### config.mk
export PLATFORM = sky130hd
export DESIGN_NAME = trap_return_unit
export DESIGN_NICKNAME = d
export VERILOG_FILES = /design/src/rtl/trap_ret_pkg.sv /design/src/rtl/trap_ret_decide.sv /design/src/rtl/trap_ret_regs.sv /design/src/rtl/trap_return_unit.sv
export SDC_FILE = /design/constraint.sdc
export NUM_CORES = 1
export LEC_CHECK = 0
export CORE_MARGIN = 3
export CORE_UTILIZATION = 40
export CTS_CLUSTER_DIAMETER = 50
export DETAILED_ROUTE_END_ITERATION = 16
export DONT_BUFFER_PORTS = 1
export PLACE_DENSITY = 0.62
export RECOVER_POWER = 25
export SLEW_MARGIN = 30
export SYNTH_ARGS = -nofsm -noshare
export SYNTH_HDL_FRONTEND = slang
export SYNTH_SLANG_ARGS = --single-unit
### constraint.sdc
create_clock -name clk_i -period 1.13 [get_ports clk_i]
set_clock_uncertainty 0.15 [all_clocks]
set_input_delay 0.1695 -clock clk_i [delete_from_list [all_inputs] [get_ports clk_i]]
set_output_delay 0.1695 -clock clk_i [all_outputs]
set_load 0.005 [all_outputs]
### src/rtl/trap_ret_pkg.sv
package trap_ret_pkg;
  typedef enum logic [2:0] {
    PATH_USER    = 3'd0,
    PATH_ILLEGAL = 3'd1,
    PATH_NORMAL  = 3'd2,
    PATH_DEBUG   = 3'd3,
    PATH_NOP     = 3'd4
  } ret_path_e;

  typedef struct packed {
    logic sup;
    logic exc_en;
  } stat_t;

  typedef struct packed {
    logic clr_dbg;
    logic illegal;
    logic halt;
  } req_t;
endpackage

### src/rtl/trap_ret_decide.sv
module trap_ret_decide
  import trap_ret_pkg::*;
#(
  parameter int PC_W       = 32,
  parameter int INSN_BYTES = 4
) (
  input  logic [PC_W-1:0] pc_i,
  input  stat_t           cur_i,
  input  logic            prev_sup_i,
  input  logic [PC_W-1:0] norm_pc_i,
  input  logic [PC_W-1:0] dbg_pc_i,
  input  stat_t           dbg_stat_i,
  input  logic            dbg_mode_i,
  input  logic            dbg_sel_i,
  output ret_path_e       path_o,
  output logic [PC_W-1:0] pc_o,
  output stat_t           stat_o,
  output req_t            req_o
);
  localparam logic [PC_W-1:0] STEP = PC_W'(INSN_BYTES);

  logic [PC_W-1:0] seq_pc;
  assign seq_pc = pc_i + STEP;

  // fixed priority: supervisor, enable, normal return, debug return
  always_comb begin
    if (!cur_i.sup)                          path_o = PATH_USER;
    else if (cur_i.exc_en)                   path_o = PATH_ILLEGAL;
    else if (!dbg_mode_i && !dbg_sel_i)      path_o = PATH_NORMAL;
    else if (dbg_mode_i && dbg_sel_i)        path_o = PATH_DEBUG;
    else                                     path_o = PATH_NOP;
  end

  always_comb begin
    pc_o   = seq_pc;
    stat_o = cur_i;
    req_o  = '0;
    unique case (path_o)
      PATH_USER:    req_o.halt = ~cur_i.exc_en;
      PATH_ILLEGAL: begin
        req_o.illegal = 1'b1;
        req_o.halt    = 1'b1;
      end
      PATH_NORMAL: begin
        pc_o          = norm_pc_i;
        stat_o.exc_en = 1'b1;
        stat_o.sup    = prev_sup_i;
      end
      PATH_DEBUG: begin
        pc_o          = dbg_pc_i;
        stat_o        = dbg_stat_i;
        req_o.clr_dbg = 1'b1;
      end
      default: ;
    endcase
  end
endmodule

### src/rtl/trap_ret_regs.sv
module trap_ret_regs
  import trap_ret_pkg::*;
#(
  parameter int              PC_W     = 32,
  parameter logic [PC_W-1:0] RESET_PC = '0
) (
  input  logic            clk_i,
  input  logic            rst_ni,
  input  logic            load_i,
  input  logic [PC_W-1:0] pc_d_i,
  input  stat_t           stat_d_i,
  input  req_t            req_d_i,
  output logic [PC_W-1:0] pc_q_o,
  output stat_t           stat_q_o,
  output req_t            req_q_o
);
  localparam stat_t STAT_RST = '{sup: 1'b1, exc_en: 1'b0};

  // PC and status share one enable so they move together
  always_ff @(posedge clk_i or negedge rst_ni) begin
    if (!rst_ni) begin
      pc_q_o   <= RESET_PC;
      stat_q_o <= STAT_RST;
    end else if (load_i) begin
      pc_q_o   <= pc_d_i;
      stat_q_o <= stat_d_i;
    end
  end

  // requests are single-cycle pulses
  always_ff @(posedge clk_i or negedge rst_ni) begin
    if (!rst_ni) req_q_o <= '0;
    else         req_q_o <= load_i ? req_d_i : '0;
  end
endmodule

### src/rtl/trap_return_unit.sv
module trap_return_unit
  import trap_ret_pkg::*;
#(
  parameter int PC_W       = 32,
  parameter int INSN_BYTES = 4
) (
  input  logic            clk_i,
  input  logic            rst_ni,
  input  logic            valid_i,
  input  logic [PC_W-1:0] pc_i,
  input  logic            sup_i,
  input  logic            prev_sup_i,
  input  logic            exc_en_i,
  input  logic [PC_W-1:0] norm_pc_i,
  input  logic [PC_W-1:0] dbg_pc_i,
  input  logic            dbg_sup_i,
  input  logic            dbg_exc_en_i,
  input  logic            dbg_mode_i,
  input  logic            dbg_sel_i,
  output logic [PC_W-1:0] next_pc_o,
  output logic            sup_o,
  output logic            exc_en_o,
  output logic            clr_dbg_o,
  output logic            illegal_o,
  output logic            halt_o
);
  ret_path_e       path;
  logic [PC_W-1:0] pc_d;
  stat_t           stat_d, stat_q, cur, dbg_stat;
  req_t            req_d, req_q;

  assign cur      = '{sup: sup_i, exc_en: exc_en_i};
  assign dbg_stat = '{sup: dbg_sup_i, exc_en: dbg_exc_en_i};

  trap_ret_decide #(.PC_W(PC_W), .INSN_BYTES(INSN_BYTES)) u_decide (
    .pc_i       (pc_i),
    .cur_i      (cur),
    .prev_sup_i (prev_sup_i),
    .norm_pc_i  (norm_pc_i),
    .dbg_pc_i   (dbg_pc_i),
    .dbg_stat_i (dbg_stat),
    .dbg_mode_i (dbg_mode_i),
    .dbg_sel_i  (dbg_sel_i),
    .path_o     (path),
    .pc_o       (pc_d),
    .stat_o     (stat_d),
    .req_o      (req_d)
  );

  trap_ret_regs #(.PC_W(PC_W)) u_regs (
    .clk_i    (clk_i),
    .rst_ni   (rst_ni),
    .load_i   (valid_i),
    .pc_d_i   (pc_d),
    .stat_d_i (stat_d),
    .req_d_i  (req_d),
    .pc_q_o   (next_pc_o),
    .stat_q_o (stat_q),
    .req_q_o  (req_q)
  );

  assign sup_o     = stat_q.sup;
  assign exc_en_o  = stat_q.exc_en;
  assign clr_dbg_o = req_q.clr_dbg;
  assign illegal_o = req_q.illegal;
  assign halt_o    = req_q.halt;
endmodule

Word level (Yosys, flattened, before mapping)
Index checks and enable logic that the tools add are counted.
Cells by class
  magnitude comparators: 0
  bitwise gates (word level): 1
  multiply operators: 0
  equal/unequal tests: 3
  add/sub/neg operators: 1
  muxes and demuxes: 10
  divide/modulo/power cells: 0
  shift operators: 0
  reductions and logical operators: 5
Operator list (count)
  32-bit one-hot mux with 2 select lines: 1
  32-bit by 3-bit adder with 32-bit output (second input constant): 1
  3-bit two-way mux: 5
  3-bit by 2-bit equality test with 1-bit output (second input constant): 2
  2-bit one-hot mux with 2 select lines: 1
  3-bit by 1-bit equality test with 1-bit output (second input constant): 1
  3-bit logical NOT: 1
  1-bit logical AND: 2
  1-bit logical NOT: 2
  1-bit two-way mux: 2
  1-bit one-hot mux with 2 select lines: 1
  1-bit NOT: 1
Word-level totals
  output and inout bits: 37
  bits in writable memories: 0
  ROM bits: 0
  logic and storage cells: 26
  bits in registers: 37
  memories: 0
  bits of input ports: 106
  latch bits: 0

Longest topological paths before layout
Gate-level depths: netlist of the first run.
  depth in word-level cells: 8
  depth in mapped cells: 8
  depth with buffers taken out: 6

Hierarchy
Synthesis of the first run repeated with hierarchy kept, for this count alone.
Second synthesis, totals
  cells, all modules: 294
  area, all modules: 2872.8 um^2
By module, submodules not included
  trap_ret_regs: cells an instance 78, area an instance 1492.7 um^2, instances 1, seq. area each 927.1 um^2
  trap_ret_decide: cells an instance 216, area an instance 1380.1 um^2, instances 1, seq. area each 0.0 um^2

Worst setup path before layout of the first run
OpenSTA, ideal clock, no wires.
  path kind: in2reg
  from: in dbg_mode_i
  to: reg u_regs.pc_q_o[27]
  arrival: 1473 ps
  slack: -636 ps
  required time: 837 ps
  setup time: 143 ps
  stages: 7
  buffers on the path: 2
  cell sequence: ha_1 nand2b_1 or2_1 clkbuf_1 nand2_1 buf_2 o221ai_1
Between the ends
  word-level cells in the longest chain between the ends: 7
  elaborated cells between the ends (all ways): 10
  those cells by class: eq/ne (2); mux (5); reduce/logical (3)
RTL lines
  start, declared: RTL line trap_return_unit.sv:18  | input logic dbg_mode_i,
  1-bit logical AND or 1-bit logical NOT (tied branches): RTL line trap_ret_decide.sv:30, trap_ret_decide.sv:29
  3-bit two-way mux or 1-bit logical AND (tied branches): RTL line trap_ret_decide.sv:30, trap_ret_decide.sv:29
  3-bit two-way mux *: RTL line trap_ret_decide.sv:29  | else if (!dbg_mode_i && !dbg_sel_i) path_o = PATH_NORMAL;
  3-bit two-way mux *: RTL line trap_ret_decide.sv:28  | else if (cur_i.exc_en) path_o = PATH_ILLEGAL;
  3-bit two-way mux *: RTL line trap_ret_decide.sv:27  | if (!cur_i.sup) path_o = PATH_USER;
  3-bit by 2-bit equality test with 1-bit output: RTL line trap_ret_decide.sv:38  | unique case (path_o)
  32-bit one-hot mux with 2 select lines *: RTL line trap_ret_decide.sv:38
  end signal, assigned: RTL line trap_ret_regs.sv:25  | pc_q_o <= pc_d_i;
  end, declared: RTL line trap_ret_regs.sv:13  | output logic [PC_W-1:0] pc_q_o,
Every way passes the cells marked *; elsewhere a longest branch is shown, timed or not.
A chain may end at the register's enable or synchronous reset.

Worst setup path after layout of the first run
  from: in dbg_mode_i
  to: reg u_regs.pc_q_o[2]
The elaborated chain is that of the path after synthesis.

==> flow_summary.json, run 1 <==
{
  "gp_congestion": 0.804,
  "critPathMaxFanout": 8,
  "vias_per_cell": 5.78,
  "final-hold-violation-count": 64,
  "worstReg2RegStart": "u_regs.pc_q_o[2]",
  "endpoint_kind": "flop",
  "seq_area_frac_synth_pct": 34.6,
  "antenna_found_initial": 0,
  "final_util_pct": 55.5,
  "num_io_pins": 143,
  "multi_input_area_um2": 1830,
  "rr_endpoint": "u_regs.pc_q_o[2]",
  "clock_sinks": 37,
  "chipHeight_um": 87.8,
  "critPathSlowestCell": "or2_4",
  "synthMuxAreaShare_pct": 14.2,
  "crit_path_cell_trace": "ha_4 > nand2b_4 > or2_4 > a211oi_2 > a21oi_1 > mux2_4",
  "finalMaxSlewViolations": 0,
  "die_x_um": 87.8,
  "hold_class": "in -> async",
  "peakVddDrop_mv": 0.439,
  "num-nets-final": 446,
  "post-place-ws_ns": -0.510,
  "final_area_um2": 3570,
  "fillers": 584,
  "dp_hpwl_mm": 5.67,
  "antenna-diode-count": 0,
  "power_leakage_uw": 0.00148,
  "design.core.area_um2": 6420,
  "cts_tree": "yes",
  "pwr-share-comb_pct": 22.5,
  "cts_made_buffers": 5,
  "p_int_uw": 2340,
  "required_ns": 1.16,
  "totalPowerFinal_uw": 3260,
  "syn_inst": 291,
  "hold_slack_ns": -0.585,
  "grt_use_total_pct": 20.5,
  "netSwitchingFraction_pct": 28.4,
  "ant_nets": 0,
  "grt-ovfl-total": 0,
  "p_seq_share_pct": 49.1,
  "synth.avg_cell_area_um2": 9.21,
  "power.density_nw_per_um2": 915,
  "area.growth.synth_to_final_pct": 33.1,
  "synthSimpleGateAreaFrac_pct": 20.0,
  "pwr-share-clk_pct": 28.4,
  "clockBufferDepth": 2,
  "rrSetupSlack_ns": 0.17,
  "max_stage_delay_ns": 0.29,
  "seqCellArea_um2": 927,
  "cts_hold_buffers": 7,
  "p_switching_uw": 926,
  "worstMarginPinSlew_ns": 0.318,
  "synth_cell_types": 46,
  "start_util_pct": 41.7,
  "post-route-period-util_pct": 112,
  "grt_max_degree": 53,
  "worst_slack_ns": -0.138,
  "placed_area_um2": 3030,
  "cts-root-buf": "clkbuf_8",
  "clk_latency_ns": 0.29,
  "io_buffers": 0,
  "cts.htree.levels": 2,
  "drt_iter0_markers": 61,
  "detail_route.first_pass.iterations": 4,
  "rr_worst_depth": 1,
  "netlist_area_um2": 2680,
  "period_needed_ns": 1.27,
  "setup_viol": 26,
  "max_freq_mhz": 789,
  "cap_violations": 0,
  "ys_ff_latch": 37,
  "grt_pass1_vias": 2385,
  "wl_per_cell_um": 19.8,
  "path_class": "in -> reg",
  "synth_top_family_by_area": "simple AND/OR/NAND/NOR gates",
  "synth_compound_area_share_pct": 15.0,
  "cp.arrival_ns": 1.30,
  "path_clk_slew_ns": 0.08,
  "dieArea_um2": 7710,
  "vias": 2400,
  "relSlewSlack_pct": 78.2,
  "start_kind": "input port",
  "status": "finished, violations left",
  "row_count": 29,
  "wl_mm": 8.24,
  "syn_nets": 400,
  "rsz0062_at_grt": "yes",
  "drive_gt1_share_pct": 36.1,
  "yosys.area_share.adder_pct": 1.40,
  "drc": 0,
  "violations": "negative hold slack, negative setup slack",
  "synthXorXnorAreaFrac_pct": 8.17,
  "synth_warnings": 0,
  "grt_pass1_wl_mm": 12.1
}
[worst max path at each step]
stage	startpoint	to	slack, ns	depth (start not counted)
after floorplan	dbg_mode_i	u_regs.pc_q_o[3]	-0.50	8
after global placement	dbg_mode_i	u_regs.pc_q_o[2]	-0.51	7
after detailed placement	dbg_mode_i	u_regs.pc_q_o[2]	-0.51	7
after CTS	dbg_mode_i	u_regs.pc_q_o[2]	-0.10	6
after global routing	dbg_mode_i	u_regs.pc_q_o[2]	-0.18	6
final	dbg_mode_i	u_regs.pc_q_o[2]	-0.14	6
[layout make-up]
class | instances | share of cell area [%]
multi-input combinational | 215 | 51.4
sequential | 37 | 26.0
timing repair buffer | 56 | 15.3
tap | 77 | 2.70
inverter | 22 | 2.32
clock buffer | 8 | 2.25
[per-stage QoR]
stage / TNS (ns) / std cells
floorplan: -12.56 / 291
global placement: -14.03 / 380
detailed placement: -14.59 / 380
CTS: -1.59 / 398
global route: -2.66 / 415
finish: -1.17 / 415
[kinds of logic (layout without fill, tap and decap cells)]
| logic type | Yosys count | in the layout |
|---|---|---|
| mux | 35 | 35 |
| simple gates | 90 | 93 |
| buf+inv | 42 | 86 |
| compound gates | 59 | 59 |
| fa+ha+maj | 3 | 3 |
| xor+xnor | 25 | 25 |
| flops | 37 | 37 |
[critical path, delay by kind of cell]
family | cells | cell delay (ns)
muxes | 1 | 0.26
AOI/OAI and AO/OA | 2 | 0.22
and+or+nand+nor | 2 | 0.43
adders and majority gates | 1 | 0.21
[layout by cell type (no fill, tap or decap), drive strengths merged, types with 8 or more instances in the layout]
cell type and instances:
xor2 8, nor3 8, a21oi 13, o21ai 18, nor2 11, mux2 23
mux2i 12, nand2 17, o221ai 14, inv 21, xnor2 17, dfrtp 36
clkbuf 8, nand3 26, buf 49
[power groups by stage]
stage / clock network [µW] / registers, µW / logic, µW
final: 927 / 1600 / 734
after global placement: 0 / 1630 / 599
after floorplan: 0 / 1590 / 481
after detailed placement: 0 / 1630 / 613
after CTS: 954 / 1610 / 662
after global routing: 1000 / 1630 / 807
[cells in the mapped netlist, drive strengths merged]
library cell	instances	area share, %
and4b	1	0.37
and4	3	1.1
nand4	6	1.6
nand2	17	2.7
xnor2	17	5.6
xor2	8	2.6
buf	8	1.9
a211oi	1	0.28
nor2b	2	0.47
o2bb2ai	3	0.98
nand3	25	5.1
o221ai	14	5.0
and3	5	1.2
nor3	8	1.7
a21o	5	1.4
o2111ai	1	0.33
nor3b	1	0.47
o211ai	3	0.84
clkbuf	12	1.7
dfstp	1	0.98
mux2	23	9.7
o21ai	18	3.4
or2	1	0.23
dfrtp	36	34
a21oi	13	2.4
nor2	11	1.5
nor4	5	2.1
o31a	1	0.33
and2	2	0.47
mux2i	12	4.5
ha	3	1.4
inv	21	2.9
nor4b	1	0.56
nand2b	2	0.47
clkinv	1	0.14
[sequential cells by signal (all words and copies together) (netlist names)]
name / cells
u_regs.pc_q_o: 32
u_regs.req_q_o: 3
u_regs.stat_q_o: 2
[metal layers]
| layer | track usage, % | share of wire (%) |
|---|---|---|
| met4 | 5.86 | 1.6 |
| met3 | 6.11 | 7.8 |
| met1 | 26.4 | 41 |
| met2 | 33.4 | 49 |
| met5 | 0 | 0 |
[repair_timing]
| action | 4_1_cts | 5_1_grt |
|---|---|---|
| resized for setup | 20 | 34 |
| pin swaps | 5 | 18 |
| hold endpoints to repair | 72 | 66 |
| cloned | 2 | 1 |
| buffers inserted | 2 | 16 |
| setup endpoints to repair | 33 | 33 |
No activity file was read; power rests on OpenSTA's default activity.
==> inputs of run 2 (changes only) <==
--- a/config.mk
+++ b/config.mk
@@ -5,6 +5,7 @@
 export SDC_FILE = /design/constraint.sdc
 export NUM_CORES = 1
 export LEC_CHECK = 0
+export ABC_AREA = 1
 export CORE_MARGIN = 3
 export CORE_UTILIZATION = 40
 export CTS_CLUSTER_DIAMETER = 50
==> run 2 against run 1 <==
  * The run still ends with negative hold slack, negative setup slack left
  * Clock-buffer cell count decreased by 1
  * Critical path depth increased by 4
  * Utilization decreased by 0.67 points
  * Non-clock buffer count decreased by 4
  * Sequential share of layout area decreased by 1.5 points
  * Die area increased by 7.4%
  * Combinational power decreased by 3.5%
  * Sequential power about the same
  * Total power increased by 7.4%
  * Flip-flop and latch count unchanged
  * Critical path type unchanged
  * Critical endpoint is now u_regs.pc_q_o[19]
  * Highest routed layer unchanged
==> flow_summary.json, run 2 <==
{
  "ys_ff_latch": 37,
  "antenna-diode-count": 0,
  "syn_nets": 565,
  "wl_per_cell_um": 16.3,
  "cts.htree.levels": 2,
  "synth_top_flop_cell": "dfrtp_1",
  "synth_most_common_cell": "nand2_1",
  "drive_gt1_share_pct": 23.4,
  "netlist_area_um2": 2890,
  "syn_inst": 456,
  "totalPowerFinal_uw": 3510,
  "grt-ovfl-total": 0,
  "mostFrequentLayoutCells": "nand2_1 (146), nor2_1 (71), dfrtp_1 (36)",
  "seqCellArea_um2": 927,
  "final_common_cell": "nand2_1",
  "synth_edf_count": 0,
  "regMostFlops": "u_regs.pc_q_o",
  "ant_nets": 0,
  "grt_pass1_vias": 2941,
  "dp_hpwl_mm": 6.88,
  "cap_violations": 0,
  "area.growth.synth_to_final_pct": 31.0,
  "multi_input_area_um2": 1910,
  "clock_sinks": 37,
  "post-route-period-util_pct": 108,
  "detail_route.first_pass.iterations": 4,
  "critPathMaxFanout": 11,
  "grt_pass1_wl_mm": 14.2,
  "path_clk_slew_ns": 0.08,
  "finalMaxSlewViolations": 0,
  "gp_congestion": 0.894,
  "num-nets-final": 608,
  "finalSetupTns_ns": -1.47,
  "design.core.area_um2": 6910,
  "seq_area_frac_synth_pct": 32.1,
  "start_util_pct": 41.9,
  "violations": "negative hold slack, negative setup slack",
  "final-hold-violation-count": 72,
  "cts_tree": "yes",
  "synth_area_leader_cell": "dfrtp_1",
  "synth.area.top_cells": "dfrtp_1 (31%), nand2_1 (22%), nor2_1 (9.6%), a21oi_1 (6.9%), nand3_1 (5.4%)",
  "hold_slack_ns": -0.586,
  "peakVddDrop_mv": 0.427,
  "required_ns": 1.20,
  "wl_mm": 9.69,
  "cts_made_buffers": 5,
  "synth_cell_types": 34,
  "clk_latency_ns": 0.29,
  "cts-root-buf": "clkbuf_8",
  "vias_per_cell": 5.17,
  "synthTopCellsByCount": "nand2_1 (167), nor2_1 (74), a21oi_1 (40), dfrtp_1 (36), inv_1 (32)",
  "io_buffers": 0,
  "antenna_found_initial": 0,
  "power_leakage_uw": 0.00175,
  "start_kind": "input port",
  "rrSetupSlack_ns": 0.24,
  "drt_iter0_markers": 92,
  "rsz0062_at_grt": "yes",
  "grt_max_degree": 60,
  "worstMarginPinSlew_ns": 0.236,
  "num_io_pins": 143,
  "hold_class": "in -> async",
  "worst_slack_ns": -0.0933,
  "largest_reg_flops": 32,
  "chipHeight_um": 91.0,
  "synth_warnings": 0,
  "reg_top3": "u_regs.pc_q_o x32, u_regs.req_q_o x3, u_regs.stat_q_o x2",
  "power.density_nw_per_um2": 925,
  "fillers": 678,
  "path_class": "in -> reg",
  "grt_use_total_pct": 21.2,
  "cp.arrival_ns": 1.30,
  "synth.avg_cell_area_um2": 6.34,
  "setup_viol": 31,
  "relSlewSlack_pct": 84.1,
  "dieArea_um2": 8280,
  "vias": 3080,
  "drc": 0,
  "die_x_um": 91.0,
  "status": "finished, violations left",
  "period_needed_ns": 1.22,
  "synth_async_sr_flop_share_pct": 100,
  "row_count": 30,
  "clockBufferDepth": 2,
  "endpoint_kind": "flop",
  "synth_top_area_share_pct": 31.2,
  "max_freq_mhz": 817
}
## run 2: layout make-up
class                   instances  share of cell area, %
multi-input cells             369                   50.5
flip-flops and latches         37                   24.5
clock inverters                 1                  0.793
well taps                      96                   3.17
repair buffers                 52                   15.3
inverters                      34                   3.50
clock buffers                   7                   2.28
## run 2: path summary, 6_finish.rpt
path | from | endpoint | depth (start not counted)
min reg2reg | u_regs.pc_q_o[6] | u_regs.pc_q_o[6] | 2
max in group asynchronous | rst_ni | u_regs.stat_q_o[1] | 0
min in group clk_i | valid_i | u_regs.stat_q_o[0] | 1
max reg2reg | u_regs.stat_q_o[1] | u_regs.stat_q_o[1] | 2
min | rst_ni | u_regs.pc_q_o[14] | 0
max | dbg_mode_i | u_regs.pc_q_o[19] | 10
## run 2: what timing repair did
action,CTS,global route
gates resized for setup,3,49
setup buffers,0,10
hold endpoints to repair,74,72
endpoints found under the setup margin,12,33
cloned,0,7
hold buffers,9,2
pin swaps,1,34
## run 2: logic make-up after synthesis
kind of cell	Yosys count	share of synthesized area, %
and+or+nand+nor	295	44.2
DFF	37	32.1
adders and majority gates	3	1.30
buffers and inverters	50	7.66
AOI/OAI and AO/OA	69	14.2
xor gates and xnor gates	2	0.606
## run 2: power breakdown
group	leakage, µW	total [µW]	internal (µW)	switching, µW
Sequential	0.000422	1590	1470	123
Clock	0.0000585	1200	720	483
Combinational	0.00127	708	342	365
## run 2: metal layers
metal,track usage (%),part of all wire [%],wire length [µm]
met5,0,0,0
met4,7.16,2.2,214
met3,5.88,7.6,733
met2,35.9,49,4780
met1,25.8,41,3960
## run 2: through the flow
stage	setup slack (ns)	instance area [µm²]	utilization, %	hold slack, ns	instances
2_1_floorplan	-0.308	2920	-	-0.276	456
3_3_place_gp	-0.302	3160	45.7	-0.275	560
3_5_place_dp	-0.349	3160	45.7	-0.275	560
4_1_cts	-0.0341	3380	48.9	-0.593	577
5_1_grt	-0.124	3790	54.9	-0.602	596
6_report	-0.0933	3790	54.9	-0.586	596
## run 2: worst max-delay path: stages
cell       delay (ns)
ha_4             0.24
nor2_4           0.13
nand2_4          0.07
nor2_4           0.12
buf_12           0.14
clkbuf_16        0.15
nand2_1          0.05
nand2_1          0.05
a21oi_1          0.05
a21oi_2          0.12
==> inputs of run 3 (changes only) <==
==> constraint.sdc (replaced) <==
create_clock -name clk_i -period 1.2 [get_ports clk_i]
set_clock_uncertainty 0.15 [all_clocks]
set_input_delay 0.18 -clock clk_i [delete_from_list [all_inputs] [get_ports clk_i]]
set_output_delay 0.18 -clock clk_i [all_outputs]
set_load 0.005 [all_outputs]
==> run 3 against run 2 <==
  * The run ends with negative hold slack left
  * Combinational power is 17% lower
  * Routed wire length fell by 5.9%
  * Critical path depth is 10 lower
==> flow_summary.json, run 3 (synthesis gave the netlist of run 2 again) <==
{
  "worstMarginPinSlew_ns": 0.239,
  "die_x_um": 91.0,
  "required_ns": 0.87,
  "hold_slack_ns": -0.574,
  "setup_viol": 0,
  "clock_sinks": 37,
  "regMostFlops": "u_regs.pc_q_o",
  "antenna-diode-count": 0,
  "post-route-period-util_pct": 97.7,
  "crit_cells": 0,
  "rrSetupSlack_ns": 0.31,
  "gp_congestion": 0.879,
  "worstReg2RegStart": "u_regs.stat_q_o[1]",
  "grt_pass1_wl_mm": 14.1,
  "post-place-ws_ns": -0.277,
  "mostFrequentLayoutCells": "nand2_1 (167), nor2_1 (74), dfrtp_1 (36)",
  "clockBufferDepth": 2,
  "wl_per_cell_um": 15.6,
  "vias_per_cell": 5.15,
  "hold_class": "in -> async",
  "grt_use_total_pct": 21.1,
  "path_class": "reg -> out",
  "final-hold-violation-count": 72,
  "num-nets-final": 598,
  "reg_top3": "u_regs.pc_q_o x32, u_regs.req_q_o x3, u_regs.stat_q_o x2",
  "clk_latency_ns": 0.29,
  "grt-ovfl-total": 0,
  "antenna_found_initial": 0,
  "path_clk_slew_ns": 0.08,
  "wl_mm": 9.11,
  "final_util_pct": 51.4,
  "start_util_pct": 41.9,
  "endpoint_kind": "output port",
  "critPathLaunch": "u_regs.stat_q_o[1]",
  "rr_worst_depth": 2,
  "rr_endpoint": "u_regs.stat_q_o[1]",
  "fillers": 716,
  "vias": 3018,
  "area.growth.synth_to_final_pct": 22.8,
  "dp_hpwl_mm": 6.81,
  "cp.arrival_ns": 0.84,
  "cts_made_buffers": 5,
  "peakVddDrop_mv": 0.531,
  "max_freq_mhz": 853,
  "power.density_nw_per_um2": 910,
  "cts.htree.levels": 2,
  "start_kind": "flop",
  "status": "finished, violations left",
  "grt_max_degree": 60,
  "finalMaxSlewViolations": 0,
  "cts-root-buf": "clkbuf_8",
  "cts_tree": "yes",
  "drive_gt1_share_pct": 16.3,
  "design.core.area_um2": 6910,
  "critPathMaxFanout": 2,
  "drt_iter0_markers": 119,
  "relSlewSlack_pct": 83.9,
  "drc": 0,
  "ant_nets": 0,
  "period_needed_ns": 1.17,
  "cp-endpoint": "sup_o",
  "dieArea_um2": 8280,
  "seqCellArea_um2": 927,
  "cap_violations": 0,
  "multi_input_area_um2": 1820,
  "detail_route.first_pass.iterations": 4,
  "chipHeight_um": 91.0,
  "largest_reg_flops": 32,
  "final_common_cell": "nand2_1",
  "violations": "negative hold slack",
  "row_count": 30,
  "rsz0062_at_grt": "yes",
  "power_leakage_uw": 0.00163,
  "io_buffers": 0,
  "worst_slack_ns": 0.0279,
  "grt_pass1_vias": 2865,
  "num_io_pins": 143
}
-- run 3: changes by cell type in the layout (fill, tap and decap cells not counted), moves of 4 or more --
cell / previous run / this run
nand2_4: 8 / 3
nand2_2: 19 / 3
buf_4: 28 / 23
nor2_2: 4 / 0
nand2_1: 146 / 167
-- run 3: per-stage QoR --
step / cells / hold slack (ns) / cell area, µm² / TNS (ns) / total power, µW
detailed placement: 558 / -0.265 / 3140 / -8.13 / 2050
CTS: 577 / -0.586 / 3370 / 0 / 3220
floorplan: 456 / -0.266 / 2920 / -6.99 / 1920
global placement: 558 / -0.264 / 3140 / -7.03 / 2030
global route: 586 / -0.596 / 3550 / -0.101 / 3410
finish: 586 / -0.574 / 3550 / 0 / 3230
-- run 3: power by group --
part           total [µW]  switching (µW)  internal (µW)
clock network        1150             467            678
registers            1500             112           1390
logic                 590             316            274
total                3230             895           2340
-- run 3: worst min-delay path by stage --
stage | end | cells past startpoint
6_report | u_regs.pc_q_o[13] | 0
2_1_floorplan | u_regs.pc_q_o[0] | 0
5_1_grt | u_regs.pc_q_o[21] | 0
3_5_place_dp | u_regs.pc_q_o[21] | 0
4_1_cts | u_regs.pc_q_o[14] | 0
3_3_place_gp | u_regs.pc_q_o[21] | 0
-- run 3: layout make-up --
class	instances	share of cell area [%]
Inverter	34	3.74
Clock buffer	7	2.43
Timing Repair Buffer	42	12.3
Multi-Input combinational cell	369	51.2
Tap cell	96	3.38
Clock inverter	1	0.846
Sequential cell	37	26.1
-- run 3: layer usage --
| layer | wire length (µm) | up-vias | GRT usage, % |
|---|---|---|---|
| met5 | 0 | - | 0 |
| met4 | 135 | 0 | 6.41 |
| met3 | 750 | 12 | 6.13 |
| met2 | 4520 | 105 | 34.9 |
| met1 | 3710 | 1381 | 26.4 |
| li1 | - | 1520 | - |
-- run 3: repair_timing --
item                                   4_1_cts  5_1_grt
setup endpoints to repair                    0       23
setup buffers                                0        6
hold buffers                                11        1
endpoints found under the hold margin       74       72
resized for setup                            0       17
